<file path="config.mk">
export PLATFORM = sky130hd
export DESIGN_NAME = mag_top
export DESIGN_NICKNAME = d
export VERILOG_FILES = /design/src/rtl/mag_pkg.sv /design/src/rtl/mag_gate.sv /design/src/rtl/mag_wrap.sv /design/src/rtl/mag_mode_mux.sv /design/src/rtl/mag_top.sv
export SDC_FILE = /design/constraint.sdc
export NUM_CORES = 1
export LEC_CHECK = 0
export ABC_AREA = 1
export BUFFER_PORTS_ARGS = -buffer_cell sky130_fd_sc_hd__clkbuf_2
export CORE_MARGIN = 5
export CORE_UTILIZATION = 60
export CTS_BUF_LIST = sky130_fd_sc_hd__clkbuf_8
export CTS_CLUSTER_DIAMETER = 120
export DETAILED_ROUTE_END_ITERATION = 12
export HOLD_SLACK_MARGIN = 0.06
export PLACE_DENSITY_LB_ADDON = 0.25
export SETUP_SLACK_MARGIN = 0.5
export SLEW_MARGIN = 20
export SYNTH_ARGS = -nofsm -noshare
export SYNTH_HDL_FRONTEND = slang
export SYNTH_HIERARCHICAL = 1
export SYNTH_SLANG_ARGS = --single-unit
</file>
<file path="constraint.sdc">
create_clock -name clk -period 5.31 [get_ports clk]
set_input_delay 1.062 -clock clk [delete_from_list [all_inputs] [get_ports clk]]
set_output_delay 1.062 -clock clk [all_outputs]
set_load 0.02 [all_outputs]
</file>
<file path="src/rtl/mag_pkg.sv">
package mag_pkg;
  typedef enum logic [1:0] {
    MAG_PLAIN = 2'd0,
    MAG_PRE   = 2'd1,
    MAG_POST  = 2'd2,
    MAG_OFFS  = 2'd3
  } mag_mode_e;
endpackage

</file>
<file path="src/rtl/mag_gate.sv">
module mag_gate #(
  parameter int SELW = 4
) (
  input  logic [SELW-1:0] idx,
  input  logic            is_wr,
  input  logic [SELW-1:0] base_sel,
  input  logic            rd_en,
  input  logic            wr_en,
  input  logic            bitrev_wr,
  output logic            apply
);
  localparam logic [SELW-1:0] STACK_SEL = {SELW{1'b1}};

  logic sel_hit;
  logic path_ok;

  always_comb begin
    sel_hit = (idx == base_sel) && (base_sel != STACK_SEL);
    if (is_wr) path_ok = wr_en && !bitrev_wr;
    else       path_ok = rd_en;
    apply = sel_hit && path_ok;
  end
endmodule

</file>
<file path="src/rtl/mag_wrap.sv">
module mag_wrap #(
  parameter int AW = 16
) (
  input  logic [AW-1:0] ptr,
  input  logic [AW-1:0] modv,
  input  logic [AW-1:0] lo,
  input  logic [AW-1:0] hi,
  input  logic          apply,
  output logic [AW-1:0] sum,
  output logic [AW-1:0] corr
);
  logic [AW-1:0] span;
  logic          going_up;
  logic          past_hi;
  logic          below_lo;

  always_comb begin
    sum      = ptr + modv;
    span     = hi - lo + {{(AW-1){1'b0}}, 1'b1};
    going_up = !modv[AW-1];
    past_hi  = going_up && (sum > hi);
    below_lo = !going_up && (sum < lo);
    if (apply && past_hi)       corr = sum - span;
    else if (apply && below_lo) corr = sum + span;
    else                        corr = sum;
  end
endmodule

</file>
<file path="src/rtl/mag_mode_mux.sv">
module mag_mode_mux
  import mag_pkg::*;
#(
  parameter int AW = 16
) (
  input  mag_mode_e     mode,
  input  logic [AW-1:0] ptr,
  input  logic [AW-1:0] corr,
  output logic [AW-1:0] ea,
  output logic [AW-1:0] wb,
  output logic          wb_en
);
  always_comb begin
    ea    = ptr;
    wb    = ptr;
    wb_en = 1'b0;
    unique case (mode)
      MAG_PLAIN: begin
        ea = ptr;
      end
      MAG_PRE: begin
        ea    = corr;
        wb    = corr;
        wb_en = 1'b1;
      end
      MAG_POST: begin
        ea    = ptr;
        wb    = corr;
        wb_en = 1'b1;
      end
      MAG_OFFS: begin
        ea = corr;
      end
      default: ea = ptr;
    endcase
  end
endmodule

</file>
<file path="src/rtl/mag_top.sv">
module mag_top
  import mag_pkg::*;
#(
  parameter int AW   = 16,
  parameter int SELW = 4
) (
  input  logic            clk,
  input  logic            rst_n,
  input  logic [SELW-1:0] cfg_base_sel,
  input  logic [AW-1:0]   cfg_lo,
  input  logic [AW-1:0]   cfg_hi,
  input  logic            cfg_rd_en,
  input  logic            cfg_wr_en,
  input  logic            cfg_bitrev_wr,
  input  logic            in_valid,
  output logic            in_ready,
  input  logic [SELW-1:0] in_idx,
  input  logic [AW-1:0]   in_ptr,
  input  logic [AW-1:0]   in_mod,
  input  logic [1:0]      in_mode,
  input  logic            in_wr,
  output logic            out_valid,
  input  logic            out_ready,
  output logic [AW-1:0]   out_ea,
  output logic [AW-1:0]   out_wb_data,
  output logic            out_wb_en,
  output logic [SELW-1:0] out_wb_idx
);
  logic          apply;
  logic [AW-1:0] sum_raw;
  logic [AW-1:0] corr;
  logic [AW-1:0] ea_n;
  logic [AW-1:0] wb_n;
  logic          wb_en_n;
  logic          take;

  mag_gate #(.SELW(SELW)) gate_i (
    .idx       (in_idx),
    .is_wr     (in_wr),
    .base_sel  (cfg_base_sel),
    .rd_en     (cfg_rd_en),
    .wr_en     (cfg_wr_en),
    .bitrev_wr (cfg_bitrev_wr),
    .apply     (apply)
  );

  mag_wrap #(.AW(AW)) wrap_i (
    .ptr   (in_ptr),
    .modv  (in_mod),
    .lo    (cfg_lo),
    .hi    (cfg_hi),
    .apply (apply),
    .sum   (sum_raw),
    .corr  (corr)
  );

  mag_mode_mux #(.AW(AW)) mux_i (
    .mode  (mag_mode_e'(in_mode)),
    .ptr   (in_ptr),
    .corr  (corr),
    .ea    (ea_n),
    .wb    (wb_n),
    .wb_en (wb_en_n)
  );

  assign in_ready = !out_valid || out_ready;
  assign take     = in_valid && in_ready;

  always_ff @(posedge clk) begin
    if (!rst_n) begin
      out_valid   <= 1'b0;
      out_ea      <= '0;
      out_wb_data <= '0;
      out_wb_en   <= 1'b0;
      out_wb_idx  <= '0;
    end else begin
      if (take) begin
        out_valid   <= 1'b1;
        out_ea      <= ea_n;
        out_wb_data <= wb_n;
        out_wb_en   <= wb_en_n;
        out_wb_idx  <= in_idx;
      end else if (out_ready) begin
        out_valid <= 1'b0;
      end
    end
  end

  logic unused_sum;
  assign unused_sum = ^sum_raw;
endmodule

</file>
Yosys cells after proc, flatten, opt, wreduce, memory -nomap -nowiden
Cells that the tools add are included.
{"block": "totals", "wordCells": 42, "out_inout_bits": 39, "inputBits": 82, "reg_bits": 38}
{"block": "classes", "n_reduce_logical": 17, "muxes": 8, "n_lt_le_gt_ge": 2, "n_eq_ne": 5, "add_sub_neg": 5}
{"op": "two-way mux 16 bit", "count": 3}
{"op": "adder 16 bit", "count": 2}
{"op": "case mux 16 bit (2 select lines)", "count": 1}
{"op": "subtractor 16 bit", "count": 2}
{"op": "adder 16 x 1 -> 16 bit, second input constant", "count": 1}
{"op": "> comparator 16 bit", "count": 1}
{"op": "less-than comparator 16 bit", "count": 1}
{"op": "logical AND 1 bit", "count": 8}
{"op": "OR reduction 2 bit", "count": 3}
{"op": "equality test 2 bit, second input constant", "count": 2}
{"op": "equality test 4 bit", "count": 1}
{"op": "two-way mux 1 bit", "count": 4}
{"op": "inequality test 4 bit, second input constant", "count": 1}
{"op": "zero test 1 bit", "count": 3}
{"op": "equality test 2 x 1 -> 1 bit, second input constant", "count": 1}
{"op": "zero test 2 bit", "count": 1}
{"op": "nonzero test 2 bit", "count": 1}
{"op": "logical OR 1 bit", "count": 1}

Logic depth before layout (Yosys ltp)
{"block": "logic_depth", "word_depth": 8, "depth_mapped": 31, "ltp_nobuf": 31}

Modules after synthesis
Netlist, hierarchy kept.
{"module": "mag_wrap", "area_per_inst_um2": 4479.3, "instances": 1, "cells_per_inst": 767, "seq_area_each_um2": 0.0}
{"module": "mag_top", "area_per_inst_um2": 1806.7, "instances": 1, "cells_per_inst": 247, "seq_area_each_um2": 760.7}
{"module": "mag_mode_mux", "area_per_inst_um2": 535.5, "instances": 1, "cells_per_inst": 93, "seq_area_each_um2": 0.0}
{"module": "mag_gate", "area_per_inst_um2": 116.4, "instances": 1, "cells_per_inst": 28, "seq_area_each_um2": 0.0}

Worst setup path after synthesis
No wires, ideal clock.
{"block": "synth_timing", "path_kind": "input -> register", "startpoint": "input port cfg_hi[1]", "endpoint": "register out_ea[14]", "path_slack_ns": 0.895, "setup_ns": 0.064, "n_path_buf": 1, "t_required_ns": 5.246, "path_stages": 29, "t_arrival_ns": 4.351, "cell_sequence": "inv_1 ha_1 inv_1 ha_1 fa_1 nand2_1 nand2_1 nand3b_1 nand2_1 a21oi_1 o21bai_1 xor2_1 inv_1 ha_1 buf_2 inv_1 nor3_1 nand4_1 nand2_1 nand2_1 nand2_1 nor2_1 o21ai_1 o21ai_0 nand2_1 inv_1 nand3_1 nand2_1 nor2_1"}
{"block": "synth_between", "elab_chain_len": 6, "elab_cells_between_ends": 10, "cone_classes": "4 x add/sub; 1 x order compare; 3 x mux; 2 x reduce/logical"}
{"element": "start, declared", "line_no": "mag_top.sv:11", "rtl": "input logic [AW-1:0] cfg_hi,"}
{"element": "subtractor 16 bit", "line_no": "mag_wrap.sv:19", "rtl": "span = hi - lo + {{(AW-1){1'b0}}, 1'b1};"}
{"element": "adder 16 x 1 -> 16 bit", "line_no": "mag_wrap.sv:19"}
{"element": "adder 16 bit", "line_no": "mag_wrap.sv:24", "rtl": "else if (apply && below_lo) corr = sum + span;"}
{"element": "two-way mux 16 bit", "line_no": "mag_wrap.sv:24"}
{"element": "two-way mux 16 bit (*)", "line_no": "mag_wrap.sv:23", "rtl": "if (apply && past_hi) corr = sum - span;"}
{"element": "via corr[14]", "line_no": "mag_top.sv:31", "rtl": "logic [AW-1:0] corr;"}
{"element": "case mux 16 bit (2 select lines) (*)", "line_no": "mag_mode_mux.sv:17", "rtl": "unique case (mode)"}
{"element": "via ea_n[14]", "line_no": "mag_top.sv:32", "rtl": "logic [AW-1:0] ea_n;"}
{"element": "end signal, assigned", "line_no": "mag_top.sv:79", "rtl": "out_ea <= ea_n;"}
{"element": "end, declared", "line_no": "mag_top.sv:24", "rtl": "output logic [AW-1:0] out_ea,"}
The timed path passes the listed nets; every way through them passes the cells marked *.
A chain may end at the register's enable or synchronous reset.

Final worst setup path
{"block": "layout_timing", "startpoint": "input port cfg_lo[7]", "endpoint": "register out_wb_data[15]"}
{"block": "layout_between", "elab_chain_len": 6, "elab_cells_between_ends": 10, "cone_classes": "4 x add/sub; 1 x order compare; 3 x mux; 2 x reduce/logical"}
{"element": "start, declared", "line_no": "mag_top.sv:10", "rtl": "input logic [AW-1:0] cfg_lo,"}
{"element": "subtractor 16 bit or less-than comparator 16 bit (tied branches)", "line_no": "mag_wrap.sv:19, mag_wrap.sv:22"}
{"element": "adder 16 x 1 -> 16 bit or logical AND 1 bit (tied branches)", "line_no": "mag_wrap.sv:19, mag_wrap.sv:22"}
{"element": "adder 16 bit or logical AND 1 bit (tied branches)", "line_no": "mag_wrap.sv:24"}
{"element": "two-way mux 16 bit", "line_no": "mag_wrap.sv:24"}
{"element": "two-way mux 16 bit (*)", "line_no": "mag_wrap.sv:23"}
{"element": "via corr[15]", "line_no": "mag_top.sv:31"}
{"element": "two-way mux 16 bit (*)", "line_no": "mag_mode_mux.sv:17"}
{"element": "via wb_n[15]", "line_no": "mag_top.sv:33", "rtl": "logic [AW-1:0] wb_n;"}
{"element": "end signal, assigned", "line_no": "mag_top.sv:80", "rtl": "out_wb_data <= wb_n;"}
{"element": "end, declared", "line_no": "mag_top.sv:25", "rtl": "output logic [AW-1:0] out_wb_data,"}
Marks and branches as above.

==> flow_summary.toml <==
[run]
drv_cap = 0

[critical_path]
rr_worst_depth = 5
cpMaxStageDelayCell = "ha_1"
cp-startpoint = "cfg_lo[7]"
crit_path_max_incr_delay_ns = 0.38
cp_top_family = "compound AO/OA/AOI/OAI gates"
endpoint_kind = "register"
cpMostUsedCell = "nand2_1"
arrival_ns = 4.76
worst-path-stages = 27
rrSetupSlack_ns = 3.64
start_kind = "input port"
cp_max_fo = 7
path_buf_inv = 5
r2r_start = "out_valid"
crit_path_end = "out_wb_data[15]"
r2r-end = "out_ea[0]"
cp.required_ns = 5.54
worstSetupPathType = "input port to register"

[power]
pwr_density_cell_nw_per_um2 = 285
seqPwrFrac_pct = 14.8
power_frac_clock_pct = 9.5
p_leak_nw = 4.58
vdd_drop_max_uv = 183
p_sw_share_pct = 53.4
net-switching-power_mw = 1.19
internal-power_mw = 1.03
finalPower_mw = 2.22
comb_power_share_pct = 75.7

[routing]
avgViaCountPerCell = 5.38
ant_nets = 0
routed_wl_um = 19100
remaining_drc_errors = 0
vias = 7431
drt_iter0_markers = 516
drt-pass1-iter-count = 5
avgRoutedWirePerCell_um = 13.8

[synth]
synth_nets = 1328
ys_seq_area_share_pct = 11.0
synth_top_area_share_pct = 19.3
synth_top_cell_by_area = "ha_1"
syn_area_um2 = 6940
synthTopCellsByArea = "ha_1, nand2_1, dfxtp_1"
ys_types = 43
syn_inst = 1135
yosys-top-cells-count = "nand2_1, inv_1, ha_1, nor2_1, nand3_1"
synth_edf_count = 0
synth_ff_type = "dfxtp_1"
avgSynthCellArea_um2 = 6.11
ys_warn_count = 6
async_reset_ff_share_pct = 0
synth.most_common_cell = "nand2_1"
ys_ff_latch = 38

[global_routing]
grt_pass1_wl_um = 31300
grt_max_degree = 76
grt-ovfl-total = 0
grt_pass1_vias = 6629
grt_usage_pct = 26.3
antenna_found_initial = 0

[clock_network]
cts-root-buf = "clkbuf_8"
clkSinkCount = 38
cts-htree-levels = 2
cts_made_buffers = 5
cts_tree = "done"
clk_pin_slew_ns = 0.08
cts.path.max_buffers = 2
clock_latency_ns = 0.29

[finish]
drive_gt1_share_pct = 19.3
final_nets = 1431
antenna_cells = 0
syn2layout_area_growth_pct = 12.4

[floorplan]
core_area_um2 = 11400
die_height_um = 118
rows = 39
ios = 121
die_w_um = 118
initial_core_util_pct = 61.0
die-area_um2 = 13800

[timing]
max_clock_freq_ghz = 0.221
drv_slew = 0
setup_tns_ns = 0
finalCriticalPeriod_ns = 4.53
slew_headroom_pct = 45.5
grt_setup_unrepaired = "true"
setup_viol = 0
post-route-period-util_pct = 85.3
worstMarginPinSlew_ns = 0.817
hold_viol = 0
final.setup_skew_ns = 0.00238

[min_path]
hp-class = "register to register"

[placement]
gp_congestion = 0.958
port_buffers = 120
hpwl_um = 15600

[outcome]
run_status = "complete, no violations"
==> flip-flops by register name (all words and copies together), names as in the netlist <==
signal,cells
out_wb_idx,4
out_wb_data,16
out_wb_en,1
out_ea,16
out_valid,1
==> worst min path at each step <==
stage / startpoint / end / slack, ns / cells past startpoint
final: out_wb_en / out_wb_en / 0.48 / 2
after global routing: out_wb_data[13] / out_wb_data[13] / 0.51 / 2
after CTS: out_wb_en / out_wb_en / 0.49 / 2
after detailed placement: out_wb_en / out_wb_en / 0.47 / 2
after global placement: out_ea[4] / out_ea[4] / 0.46 / 2
after floorplan: out_ea[0] / out_ea[0] / 0.56 / 2
==> power by group through the flow <==
stage / sequential [mW] / clock, mW / combinational [mW]
floorplan: 0.364 / 0 / 1.16
global placement: 0.335 / 0 / 1.52
detailed placement: 0.335 / 0 / 1.53
CTS: 0.329 / 0.213 / 1.54
global route: 0.332 / 0.227 / 1.89
finish: 0.329 / 0.210 / 1.68
==> cell families (layout without fill, tap and decap cells) <==
| family | Yosys count | in the layout | synth area share, % |
|---|---|---|---|
| buf+inv | 245 | 349 | 15.6 |
| simple gates | 509 | 509 | 30.6 |
| xor+xnor | 40 | 40 | 5.05 |
| compound gates | 192 | 192 | 17.3 |
| fa+ha+maj | 111 | 111 | 20.5 |
| flops | 38 | 38 | 11.0 |
==> cell type report <==
class	count	area (um2)
Multi-Input combinational cell	852	5270
Fill cell	1087	3570
Tap cell	143	179
Sequential cell	38	761
Timing Repair inverter	1	7.51
Inverter	207	787
Timing Repair Buffer	133	702
Clock buffer	6	82.6
Clock inverter	2	8.76
==> worst min-delay path: stages (launching register included) <==
cell,delay [ns]
dfxtp_1,0.33
a21oi_1,0.04
nor2_1,0.08
==> layout by cell type (no fill, tap or decap), types with 5 or more instances in the layout <==
cell	count
nor2_1	87
o21bai_1	7
dfxtp_1	38
nand4_1	10
nand2_2	9
o21ai_2	25
clkbuf_8	6
inv_1	197
ha_4	5
a21o_1	5
a21oi_1	76
xor2_1	27
xnor2_1	11
o21ai_0	34
buf_4	12
ha_1	101
clkbuf_2	120
inv_2	8
a21oi_2	27
nand2_1	289
nand3_1	87
==> per-layer routing <==
metal / GRT usage [%] / share of wire, % / wire (um) / vias to the layer above
met5: 0 / 0 / 0 / -
met4: 4.23 / 1.4 / 275 / 0
met3: 3.36 / 7.4 / 1410 / 26
met1: 37.6 / 45 / 8650 / 3312
met2: 43.0 / 46 / 8780 / 270
li1: - / - / - / 3823
==> through the flow <==
stage | instance area [um2] | worst slack [ns] | std cells | hold slack, ns | utilization [%]
CTS | 7550 | 0.556 | 1375 | 0.488 | 66.4
finish | 7800 | 0.780 | 1382 | 0.483 | 68.6
detailed placement | 7460 | 0.279 | 1367 | 0.468 | 65.6
floorplan | 6940 | 0.895 | 1135 | 0.565 | -
global route | 7800 | 0.473 | 1382 | 0.515 | 68.6
global placement | 7460 | 0.276 | 1367 | 0.460 | 65.6
==> repair_timing <==
action,CTS,global route
gates resized for setup,0,47
setup buffers,0,6
hold buffers,0,0
setup endpoints to repair,0,28
Note: power is estimated with default switching activity, not from simulation.
